<file path="src/rtl/uart_fc_pkg.sv">
package uart_fc_pkg;

  typedef enum logic {
    LN_IDLE = 1'b0,
    LN_SEND = 1'b1
  } line_state_e;

  typedef struct packed {
    logic [1:0] len_code;
    logic       two_stop;
    logic       par_en;
    logic       par_odd;
    logic [1:0] mdrop;
    logic       flow_en;
  } tx_mode_t;

endpackage

</file>
<file path="src/rtl/uart_fc_rst_sync.sv">
module uart_fc_rst_sync (
  input  logic clk,
  input  logic rst_n,
  output logic rst_ln
);
  logic s0_q, s1_q;

  always_ff @(posedge clk or negedge rst_n) begin
    if (!rst_n) begin
      s0_q <= 1'b0;
      s1_q <= 1'b0;
    end else begin
      s0_q <= 1'b1;
      s1_q <= s0_q;
    end
  end

  assign rst_ln = s1_q;
endmodule

</file>
<file path="src/rtl/uart_fc_frame.sv">
module uart_fc_frame
  import uart_fc_pkg::*;
#(
  parameter int DATA_W  = 8,
  parameter int FRAME_W = DATA_W + 5,
  parameter int CNT_W   = $clog2(FRAME_W + 1)
) (
  input  tx_mode_t              mode,
  input  logic [DATA_W-1:0]     data,
  input  logic                  addr_bit,
  output logic [FRAME_W-1:0]    bits,
  output logic [CNT_W-1:0]      nbits
);
  logic [CNT_W-1:0] dlen;
  logic [CNT_W-1:0] pos;
  logic             par;

  // data count runs from DATA_W-3 to DATA_W
  assign dlen = CNT_W'(DATA_W - 3) + CNT_W'(mode.len_code);

  always_comb begin
    bits    = '1;
    bits[0] = 1'b0;
    pos     = CNT_W'(1);
    par     = mode.par_odd;
    for (int i = 0; i < DATA_W; i++) begin
      if (CNT_W'(i) < dlen) begin
        bits[pos] = data[i];
        par       = par ^ data[i];
        pos       = pos + CNT_W'(1);
      end
    end
    if (mode.par_en) begin
      bits[pos] = par;
      pos       = pos + CNT_W'(1);
    end
    if (mode.mdrop[0]) begin
      bits[pos] = addr_bit;
      pos       = pos + CNT_W'(1);
    end
    nbits = pos + (mode.two_stop ? CNT_W'(2) : CNT_W'(1));
  end
endmodule

</file>
<file path="src/rtl/uart_fc_shift.sv">
module uart_fc_shift
  import uart_fc_pkg::*;
#(
  parameter int FRAME_W = 13,
  parameter int CNT_W   = $clog2(FRAME_W + 1)
) (
  input  logic               clk,
  input  logic               rst_n,
  input  logic               tick,
  input  logic               start_ok,
  input  logic [FRAME_W-1:0] frame_bits,
  input  logic [CNT_W-1:0]   frame_len,
  output logic               tx,
  output logic               active,
  output logic [CNT_W-1:0]   bit_idx,
  output logic [CNT_W-1:0]   len_q,
  output logic               end_tick,
  output logic               start_evt
);
  line_state_e        st_q, st_d;
  logic [CNT_W-1:0]   idx_q, idx_d;
  logic [CNT_W-1:0]   len_r, len_d;
  logic [FRAME_W-1:0] sr_q, sr_d;
  logic               tx_q, tx_d;
  logic               last_bit;

  assign last_bit  = (idx_q == len_r - CNT_W'(1));
  assign end_tick  = tick && (st_q == LN_SEND) && last_bit;
  assign start_evt = tick && start_ok && ((st_q == LN_IDLE) || end_tick);

  always_comb begin
    st_d  = st_q;
    idx_d = idx_q;
    len_d = len_r;
    sr_d  = sr_q;
    if (start_evt) begin
      st_d  = LN_SEND;
      idx_d = '0;
      len_d = frame_len;
      sr_d  = frame_bits;
    end else if (end_tick) begin
      st_d  = LN_IDLE;
      idx_d = '0;
    end else if (tick && (st_q == LN_SEND)) begin
      idx_d = idx_q + CNT_W'(1);
    end
    tx_d = (st_d == LN_SEND) ? sr_d[idx_d] : 1'b1;
  end

  always_ff @(posedge clk or negedge rst_n) begin
    if (!rst_n) begin
      st_q  <= LN_IDLE;
      idx_q <= '0;
      len_r <= '0;
      sr_q  <= '1;
      tx_q  <= 1'b1;
    end else begin
      st_q  <= st_d;
      idx_q <= idx_d;
      len_r <= len_d;
      sr_q  <= sr_d;
      tx_q  <= tx_d;
    end
  end

  assign tx      = tx_q;
  assign active  = (st_q == LN_SEND);
  assign bit_idx = idx_q;
  assign len_q   = len_r;
endmodule

</file>
<file path="src/rtl/uart_fc_gate.sv">
module uart_fc_gate #(
  parameter int CNT_W = 4
) (
  input  logic             clk,
  input  logic             rst_n,
  input  logic             tick,
  input  logic             active,
  input  logic [CNT_W-1:0] bit_idx,
  input  logic [CNT_W-1:0] len_q,
  input  logic             end_tick,
  input  logic             start_evt,
  input  logic             cts_n,
  input  logic             flow_en,
  output logic             permit,
  output logic             carry_q
);
  logic             early_q, early_d;
  logic             late_q, late_d;
  logic             carry_d;
  logic [CNT_W-1:0] half;
  logic             sample, early_now, late_now, early_any, late_any, carry_eff;

  assign half      = len_q >> 1;
  assign sample    = tick && active;
  assign early_now = sample && cts_n && (bit_idx < half);
  assign late_now  = sample && cts_n && (bit_idx >= half);
  assign early_any = early_q || early_now;
  assign late_any  = late_q || late_now;
  assign carry_eff = end_tick ? (late_any && !early_any) : carry_q;
  assign permit    = !flow_en || !cts_n || carry_eff;

  always_comb begin
    early_d = early_q;
    late_d  = late_q;
    carry_d = carry_q;
    if (start_evt) begin
      early_d = 1'b0;
      late_d  = 1'b0;
      carry_d = 1'b0;
    end else if (end_tick) begin
      early_d = 1'b0;
      late_d  = 1'b0;
      carry_d = carry_eff;
    end else if (sample) begin
      early_d = early_any;
      late_d  = late_any;
    end
  end

  always_ff @(posedge clk or negedge rst_n) begin
    if (!rst_n) begin
      early_q <= 1'b0;
      late_q  <= 1'b0;
      carry_q <= 1'b0;
    end else begin
      early_q <= early_d;
      late_q  <= late_d;
      carry_q <= carry_d;
    end
  end
endmodule

</file>
<file path="src/rtl/uart_fc_tx.sv">
module uart_fc_tx
  import uart_fc_pkg::*;
#(
  parameter int DATA_W = 8
) (
  input  logic              clk,
  input  logic              rst_n,
  input  logic              baud_tick,
  input  logic [1:0]        mode_len,
  input  logic              mode_two_stop,
  input  logic              mode_par_en,
  input  logic              mode_par_odd,
  input  logic [1:0]        mode_mdrop,
  input  logic              mode_flow_en,
  input  logic              cts_n,
  input  logic [DATA_W-1:0] in_data,
  input  logic              in_addr,
  input  logic              in_valid,
  output logic              in_ready,
  output logic              tx,
  output logic              busy
);
  localparam int FRAME_W = DATA_W + 5;
  localparam int CNT_W   = $clog2(FRAME_W + 1);

  logic               rst_ln;
  tx_mode_t           mode;
  logic               hold_valid_q, hold_valid_d;
  logic [DATA_W-1:0]  hold_data_q, hold_data_d;
  logic               hold_addr_q, hold_addr_d;
  logic               accept;
  logic [FRAME_W-1:0] frame_bits;
  logic [CNT_W-1:0]   frame_len;
  logic               permit, carry_q;
  logic               line_active, end_tick, start_evt;
  logic [CNT_W-1:0]   bit_idx, len_q;

  uart_fc_rst_sync u_rst (
    .clk    (clk),
    .rst_n  (rst_n),
    .rst_ln (rst_ln)
  );

  assign mode = '{len_code: mode_len, two_stop: mode_two_stop, par_en: mode_par_en,
                  par_odd: mode_par_odd, mdrop: mode_mdrop, flow_en: mode_flow_en};

  assign in_ready = !hold_valid_q;
  assign accept   = in_valid && in_ready;

  always_comb begin
    hold_valid_d = hold_valid_q;
    hold_data_d  = hold_data_q;
    hold_addr_d  = hold_addr_q;
    if (accept) begin
      hold_valid_d = 1'b1;
      hold_data_d  = in_data;
      hold_addr_d  = in_addr;
    end else if (start_evt) begin
      hold_valid_d = 1'b0;
    end
  end

  always_ff @(posedge clk or negedge rst_ln) begin
    if (!rst_ln) begin
      hold_valid_q <= 1'b0;
      hold_data_q  <= '0;
      hold_addr_q  <= 1'b0;
    end else begin
      hold_valid_q <= hold_valid_d;
      hold_data_q  <= hold_data_d;
      hold_addr_q  <= hold_addr_d;
    end
  end

  uart_fc_frame #(
    .DATA_W  (DATA_W),
    .FRAME_W (FRAME_W),
    .CNT_W   (CNT_W)
  ) u_frame (
    .mode     (mode),
    .data     (hold_data_q),
    .addr_bit (hold_addr_q),
    .bits     (frame_bits),
    .nbits    (frame_len)
  );

  uart_fc_shift #(
    .FRAME_W (FRAME_W),
    .CNT_W   (CNT_W)
  ) u_shift (
    .clk        (clk),
    .rst_n      (rst_ln),
    .tick       (baud_tick),
    .start_ok   (hold_valid_q && permit),
    .frame_bits (frame_bits),
    .frame_len  (frame_len),
    .tx         (tx),
    .active     (line_active),
    .bit_idx    (bit_idx),
    .len_q      (len_q),
    .end_tick   (end_tick),
    .start_evt  (start_evt)
  );

  uart_fc_gate #(
    .CNT_W (CNT_W)
  ) u_gate (
    .clk       (clk),
    .rst_n     (rst_ln),
    .tick      (baud_tick),
    .active    (line_active),
    .bit_idx   (bit_idx),
    .len_q     (len_q),
    .end_tick  (end_tick),
    .start_evt (start_evt),
    .cts_n     (cts_n),
    .flow_en   (mode_flow_en),
    .permit    (permit),
    .carry_q   (carry_q)
  );

  assign busy = hold_valid_q || line_active;
endmodule

</file>
<file path="config.mk">
export PLATFORM = sky130hd
export DESIGN_NAME = uart_fc_tx
export DESIGN_NICKNAME = d
export VERILOG_FILES = /design/src/rtl/uart_fc_pkg.sv /design/src/rtl/uart_fc_rst_sync.sv /design/src/rtl/uart_fc_frame.sv /design/src/rtl/uart_fc_shift.sv /design/src/rtl/uart_fc_gate.sv /design/src/rtl/uart_fc_tx.sv
export SDC_FILE = /design/constraint.sdc
export NUM_CORES = 1
export LEC_CHECK = 0
export BUFFER_PORTS_ARGS = -buffer_cell sky130_fd_sc_hd__buf_4
export CAP_MARGIN = 15
export CELL_PAD_IN_SITES_DETAIL_PLACEMENT = 1
export CELL_PAD_IN_SITES_GLOBAL_PLACEMENT = 1
export CORE_MARGIN = 5
export CORE_UTILIZATION = 35
export CTS_CLUSTER_DIAMETER = 200
export DETAILED_ROUTE_END_ITERATION = 8
export PLACE_DENSITY = 0.74
export SLEW_MARGIN = 20
export SYNTH_ARGS = -nofsm -noshare
export SYNTH_HDL_FRONTEND = slang
export SYNTH_HIERARCHICAL = 1
export SYNTH_SLANG_ARGS = --single-unit
</file>
<file path="constraint.sdc">
create_clock -name clk -period 1.9 [get_ports clk]
set_input_delay 0.19 -clock clk [delete_from_list [all_inputs] [get_ports clk]]
set_output_delay 0.19 -clock clk [all_outputs]
set_load 0.005 [all_outputs]
</file>
Yosys cells after proc, flatten, opt, wreduce, memory -nomap -nowiden
Index checks and enable logic that the tools add are counted.
{"block": "totals", "register_bits": 38, "inputBits": 22, "wordCells": 173}
{"block": "op_classes", "order_cmp": 29, "mux": 76, "n_addsub": 13, "n_reduce_logical": 32, "n_eq_ne": 1, "n_bitwise": 9}
{"op": "13-bit two-way mux", "count": 10}
{"op": "13-bit bitwise mux", "count": 9}
{"op": "4-bit two-way mux", "count": 12}
{"op": "4-bit by 5-bit less-than comparator with 1-bit output (second input constant)", "count": 9}
{"op": "4-bit by 1-bit adder with 4-bit output (second input constant)", "count": 9}
{"op": "1-bit demux with 4-bit select", "count": 9}
{"op": "1-bit two-way mux", "count": 33}
{"op": "4-bit by 1-bit greater-or-equal comparator with 1-bit output (second input constant)", "count": 8}
{"op": "1-bit logical AND", "count": 19}
{"op": "3-bit by 4-bit less-than comparator with 1-bit output (first input constant)", "count": 4}
{"op": "1-bit by 4-bit less-than comparator with 1-bit output (first input constant)", "count": 2}
{"op": "2-bit by 4-bit less-than comparator with 1-bit output (first input constant)", "count": 2}
{"op": "1-bit bitwise XOR", "count": 8}
{"op": "1-bit logical OR", "count": 6}
{"op": "2-bit by 5-bit less-than comparator with 1-bit output (second input constant)", "count": 1}
{"op": "3-bit by 2-bit adder with 4-bit output (first input constant)", "count": 1}
{"op": "4-bit adder", "count": 1}
{"op": "1-bit binary-select mux with 4-bit select", "count": 1}
{"op": "4-bit equality test", "count": 1}
{"op": "4-bit by 3-bit greater-or-equal comparator with 1-bit output", "count": 1}
{"op": "1-bit logical NOT", "count": 4}
{"op": "4-bit by 3-bit less-than comparator with 1-bit output", "count": 1}
{"op": "2-bit two-way mux", "count": 2}
{"op": "2-bit nonzero test", "count": 2}
{"op": "other kinds (5)", "count": 5}

Logic depth before layout (Yosys ltp)
{"block": "logic_depth", "depth_word": 29, "mapped_depth": 17, "ltp_nobuf": 16}

Cells and area by module
The synthesis kept the hierarchy.
{"mod": "uart_fc_shift", "area_per_inst_um2": 1362.6, "cells_each": 141, "instances": 1}
{"mod": "uart_fc_frame", "area_per_inst_um2": 1124.8, "cells_each": 167, "instances": 1}
{"mod": "uart_fc_tx", "area_per_inst_um2": 429.2, "cells_each": 25, "instances": 1}
{"mod": "uart_fc_gate", "area_per_inst_um2": 246.5, "cells_each": 27, "instances": 1}
{"mod": "uart_fc_rst_sync", "area_per_inst_um2": 53.8, "cells_each": 3, "instances": 1}

Worst setup path after synthesis
Ideal clock, no wire load.
{"block": "synth_timing", "kind": "register -> register", "startpoint": "reg u_shift.len_r[0] (netlist: u_shift/len_q[0])", "endpoint": "reg u_gate.late_q", "required_time_ps": 1772, "t_arrival_ps": 3142, "synth_period_minus_slack_ps": 3269, "setup_time_ps": 128, "path_slack_ps": -1369, "stages_incl_launch_ff": 18, "cell_sequence": "dfrtp_1 > inv_1 > ha_1 > xor2_1 > nand4_1 > nor2_1 > nand2_1 > o32a_1 > nand4_1 > and2_1 > nand3_1 > o31a_1 > buf_6 > clkinv_1 > buf_2 > nor2_1 > nand2_1 > o21ai_0"}
{"block": "synth_via", "elab_chain_len": 9}
{"item": "start, declared", "line": "uart_fc_shift.sv:22", "text": "logic [CNT_W-1:0] len_r, len_d;"}
{"item": "start signal, assigned", "line": "uart_fc_shift.sv:60", "text": "len_r <= len_d;"}
{"item": "4-bit by 1-bit subtractor with 4-bit output *", "line": "uart_fc_shift.sv:27", "text": "assign last_bit = (idx_q == len_r - CNT_W'(1));"}
{"item": "4-bit equality test *", "line": "uart_fc_shift.sv:27"}
{"item": "1-bit logical AND *", "line": "uart_fc_shift.sv:28", "text": "assign end_tick = tick && (st_q == LN_SEND) && last_bit;"}
{"item": "net end_tick", "line": "uart_fc_tx.sv:35", "text": "logic line_active, end_tick, start_evt;"}
{"item": "1-bit two-way mux *", "line": "uart_fc_gate.sv:29", "text": "assign carry_eff = end_tick ? (late_any && !early_any) : carry_q;"}
{"item": "1-bit logical OR *", "line": "uart_fc_gate.sv:30", "text": "assign permit = !flow_en || !cts_n || carry_eff;"}
{"item": "net permit", "line": "uart_fc_tx.sv:34", "text": "logic permit, carry_q;"}
{"item": "1-bit logical AND *", "line": "uart_fc_tx.sv:94", "text": ".start_ok (hold_valid_q && permit),"}
{"item": "1-bit logical AND * (2 in series)", "line": "uart_fc_shift.sv:29", "text": "assign start_evt = tick && start_ok && ((st_q == LN_IDLE) || end_tick);"}
{"item": "net start_evt", "line": "uart_fc_tx.sv:35"}
{"item": "3-bit nonzero test (no line) or 1-bit two-way mux (tied branches)"}
{"item": "end signal, assigned", "line": "uart_fc_gate.sv:57", "text": "late_q <= late_d;"}
{"item": "end, declared", "line": "uart_fc_gate.sv:18", "text": "logic late_q, late_d;"}
Mark *: on every way through the listed nets, which the timed path passes. The rest lies on a longest branch.
A chain may end at the register's enable or synchronous reset.

Final worst setup path
{"block": "layout_timing", "startpoint": "reg u_shift.len_r[0] (netlist: u_shift/len_q[0])", "endpoint": "reg u_shift.tx_q (netlist: u_shift/tx)"}
{"block": "layout_via", "elab_chain_len": 12}
{"item": "4-bit by 1-bit subtractor with 4-bit output *", "line": "uart_fc_shift.sv:27"}
{"item": "4-bit equality test *", "line": "uart_fc_shift.sv:27"}
{"item": "1-bit logical AND *", "line": "uart_fc_shift.sv:28"}
{"item": "net end_tick", "line": "uart_fc_tx.sv:35"}
{"item": "1-bit two-way mux *", "line": "uart_fc_gate.sv:29"}
{"item": "1-bit logical OR *", "line": "uart_fc_gate.sv:30"}
{"item": "net permit", "line": "uart_fc_tx.sv:34"}
{"item": "1-bit logical AND *", "line": "uart_fc_tx.sv:94"}
{"item": "1-bit logical AND * (2 in series)", "line": "uart_fc_shift.sv:29"}
{"item": "13-bit two-way mux or 4-bit two-way mux (tied branches)", "line": "uart_fc_shift.sv:36", "text": "if (start_evt) begin"}
{"item": "1-bit binary-select mux with 4-bit select", "line": "uart_fc_shift.sv:47", "text": "tx_d = (st_d == LN_SEND) ? sr_d[idx_d] : 1'b1;"}
{"item": "1-bit two-way mux (implied by the code)", "line": "uart_fc_shift.sv:47"}
{"item": "1-bit two-way mux *", "line": "uart_fc_shift.sv:47"}
{"item": "net u_shift.tx_d", "line": "uart_fc_shift.sv:24", "text": "logic tx_q, tx_d;"}
{"item": "end signal, assigned", "line": "uart_fc_shift.sv:62", "text": "tx_q <= tx_d;"}
{"item": "end, declared", "line": "uart_fc_shift.sv:24"}
Mark *: on every way through the listed nets, which the timed path passes. The rest lies on a longest branch. The select of a mux whose other input is x is not followed.

==> metrics.txt <==
final setup violation count 27; clock latency of the later-clocked register in the worst-skew pair 0.31 ns; CP arrival between 3 and 4 ns; height of the chip 105.9 um; count of unique library cells instantiated by Yosys 73; CP Class reg2reg; H-tree depth 2; global-route wire length before repair between 15 and 20 mm; Total Wirelength 13.41 mm; number of detailed-routing iterations run before antenna repair 5; Iter 0 DRT Violations 215; count of boundary I/O pins 25; headroom to the max-slew limit 63.41%; number of synthesized register bits 38; min Tclk post-route between 3 and 4 ns; synthesized netlist cell count ~360; number of antenna violations at the first check in global routing 0; kind of start point of the critical path flip-flop; Post-Place Cells ~590; number of buffers inserted during clock tree synthesis 5; placeable core region ~0.0091 mm^2; post-route standard cell area excluding fillers 0.004898 mm^2; unrepaired setup endpoints after global routing yes; Syn. warnings 6; via count of the first global-routing pass 3,793; cell types occupying the most area after synthesis sky130_fd_sc_hd__dfrtp_1, sky130_fd_sc_hd__dfstp_2, sky130_fd_sc_hd__ha_1; area of the die 0.01121 mm^2; TritonCTS clock tree built; average wire per standard cell ~22 um; clock-pin transition on the worst setup and hold timing paths ~0.10 ns; capturing element of the worst setup path u_shift/tx; commonest register cell after synthesis sky130_fd_sc_hd__dfrtp_1; final critical-path setup slack -1.436 ns; DP Area ~0.0043 mm^2; Seq/Total Area, Yosys about 30%; transition at the pin with the smallest max-transition slack 0.5449 ns; Total Routing Usage GR 21.35%; total overflow reported by the global router 0; Layout Nets 545; depth of the most critical reg-to-reg path 14; flop-to-flop setup slack -1.44 ns; count of final hold-check violations 0; number of synthesized flops with an enable pin 0; count of nets left with antenna violations after detail routing 0; cell type with the highest aggregate area in the netlist sky130_fd_sc_hd__dfrtp_1; count of input and output buffers 23; per-cell via count in the routed design 5.719; ant diodes 0; destination of the worst register-to-register timing path u_shift/tx; largest net degree at the start of global routing 28; setup skew after layout between 0.015 and 0.02 ns; required time reported for the critical path endpoint 2.12 ns; CP Capture Type flip-flop; Lkg Pwr 2.337 nW; number of rows created at floorplan 35; Final Slew Violations 0; max frequency 299.8 MHz; crit path launch u_shift/len_q[0]; power density over cell area 1796 mW/mm^2; worst hold path class in2reg; count of placed standard cells in the final layout, fillers left out 616; Min Hold Slack 0.1200 ns; violated checks setup timing; run status finished, violations left; final estimated routing congestion in global placement between 0.8 and 0.9; sink count of the clock tree 38; clock tree buffer depth 2; most frequent cell after synthesis sky130_fd_sc_hd__nand2_1; async set or reset register ratio after synthesis 100.0%; starting density of the core 35.32%; synth cell count leaders sky130_fd_sc_hd__nand2_1, sky130_fd_sc_hd__dfrtp_1, sky130_fd_sc_hd__inv_1, sky130_fd_sc_hd__nor2_1; proportion of netlist area held by the largest area contributor 18.67%; root cell of the clock tree sky130_fd_sc_hd__clkbuf_8; area grow syn2layout 52.28%; source of the worst register-to-register timing path u_shift/len_q[0]; final total power roughly 8.8 mW; Post-Syn Area per Cell ~8.9 um^2; number of maximum-capacitance violations 0; Max IR drop VDD 0.001261 V; syn nets a little over 400; Die Width 105.9 um; number of DRC violations after detailed routing 0; largest driver fanout on the critical path 4; post-detailed-placement half-perimeter wirelength 8.406 mm; share of the cycle needed by the critical path after routing 175.6%; Post-Syn Area 0.003217 mm^2; share of layout cells above drive strength 1 50.30%; via total after detailed routing 3,523
==> flip-flops by register name, summed over array words and instances, names as in the netlist, 4 cells and up <==
signal,cells
u_shift/bit_idx,4
hold_data_q,8
u_shift/len_q,4
u_shift/sr_q,13
==> layout by cell type (no fill, tap or decap), types with 4 or more instances in the layout <==
| master | Yosys | routed |
|---|---|---|
| sky130_fd_sc_hd__buf_4 | 0 | 137 |
| sky130_fd_sc_hd__nand2_1 | 57 | 32 |
| sky130_fd_sc_hd__dfrtp_1 | 24 | 24 |
| sky130_fd_sc_hd__inv_1 | 23 | 20 |
| sky130_fd_sc_hd__nor2_1 | 21 | 17 |
| sky130_fd_sc_hd__ha_1 | 18 | 17 |
| sky130_fd_sc_hd__nand2_2 | 0 | 16 |
| sky130_fd_sc_hd__dfstp_2 | 14 | 14 |
| sky130_fd_sc_hd__a21oi_1 | 13 | 13 |
| sky130_fd_sc_hd__mux2_4 | 10 | 11 |
| sky130_fd_sc_hd__o21ai_0 | 18 | 11 |
| sky130_fd_sc_hd__nand3_1 | 12 | 11 |
| sky130_fd_sc_hd__buf_6 | 3 | 9 |
| sky130_fd_sc_hd__nand2_4 | 0 | 9 |
| sky130_fd_sc_hd__nor3_1 | 7 | 7 |
| sky130_fd_sc_hd__xnor2_1 | 7 | 7 |
| sky130_fd_sc_hd__clkbuf_8 | 0 | 6 |
| sky130_fd_sc_hd__xor2_1 | 7 | 6 |
| sky130_fd_sc_hd__o21ai_2 | 0 | 6 |
| sky130_fd_sc_hd__mux2i_1 | 6 | 5 |
| sky130_fd_sc_hd__o21ai_1 | 4 | 5 |
| sky130_fd_sc_hd__nand2b_1 | 5 | 5 |
| sky130_fd_sc_hd__o211ai_1 | 5 | 5 |
| sky130_fd_sc_hd__a21o_1 | 4 | 4 |
| sky130_fd_sc_hd__nand3b_1 | 4 | 4 |
| sky130_fd_sc_hd__a211o_1 | 4 | 4 |
==> logic make-up (layout without fill, tap and decap cells) <==
family	after synthesis	after routing	synth area share (%)
flip-flops	38	38	30.11
other	1	1	0.1166
AO/OA/AOI/OAI	91	91	20.46
XOR/XNOR	20	20	7.818
adder cells (fa/ha/maj)	19	19	7.624
multiplexers	20	20	7.935
AND/OR/NAND/NOR	133	133	20.42
buffers and inverters	41	183	5.523
==> per-stage QoR <==
step           util, %  setup slack, ns  TNS (ns)
4_1_cts          50.76           -1.126    -25.44
2_1_floorplan        -           -1.092    -22.53
3_5_place_dp     47.34           -1.255    -27.28
5_1_grt          53.78           -1.531    -29.51
3_3_place_gp     47.34           -1.046    -22.53
6_report         53.78           -1.436    -26.55
==> worst max-delay path, stage by stage, from the launching register on <==
cell and delay, ns:
sky130_fd_sc_hd__dfrtp_1 0.41, sky130_fd_sc_hd__inv_2 0.10, sky130_fd_sc_hd__ha_4 0.21, sky130_fd_sc_hd__xor2_2 0.17, sky130_fd_sc_hd__nand4_1 0.19, sky130_fd_sc_hd__nor2_4 0.19, sky130_fd_sc_hd__nand2_1 0.07, sky130_fd_sc_hd__o32a_1 0.31
sky130_fd_sc_hd__nand4_1 0.09, sky130_fd_sc_hd__and2_4 0.18, sky130_fd_sc_hd__nand3b_1 0.19, sky130_fd_sc_hd__o31a_1 0.22, sky130_fd_sc_hd__o211ai_1 0.47, sky130_fd_sc_hd__a211oi_4 0.16, sky130_fd_sc_hd__a211oi_2 0.28
==> cell type report <==
class,count,area [um^2]
tap,111,138.9
clock buffer,6,82.58
clock inverter,2,60.06
multi-input combinational,284,2326
timing repair buffer,151,1225
fill,1045,4210
sequential,38,968.4
inverter,24,97.59
==> report_power, final <==
group | total, mW | switching (mW) | internal, mW
clock | 0.892 | 0.331 | 0.561
combinational | 6.33 | 3.17 | 3.16
sequential | 1.58 | 0.315 | 1.26
total | 8.80 | 3.82 | 4.98
==> metal layers <==
layer	vias to the layer above	global-route usage [%]	share of wire, %
met5	-	0	0
met4	0	8.233	5.6
met3	54	3.613	3.6
met2	120	41.71	54
met1	1780	22.45	36
li1	1569	-	-
==> worst min path at each step <==
stage                     startpoint             end  slack [ns]  cells past startpoint
after floorplan                rst_n    u_rst/rst_ln       -0.11                      0
after global placement         rst_n      u_rst/s0_q       -0.03                      1
after detailed placement       rst_n    u_rst/rst_ln       -0.03                      1
after CTS                 in_data[1]  hold_data_q[1]        0.12                      2
after global routing      in_data[4]  hold_data_q[4]        0.11                      2
final                     in_data[1]  hold_data_q[1]        0.12                      2
==> repair_timing <==
| action | 4_1_cts | 5_1_grt |
|---|---|---|
| pin swaps | 13 | 30 |
| endpoints found under the hold margin | 2 | 0 |
| resized for setup | 25 | 57 |
| setup endpoints to repair | 27 | 27 |
| setup buffers | 10 | 9 |
| cloned | 0 | 1 |
| hold buffers | 1 | 0 |
Note: power is estimated with default switching activity, not from simulation.
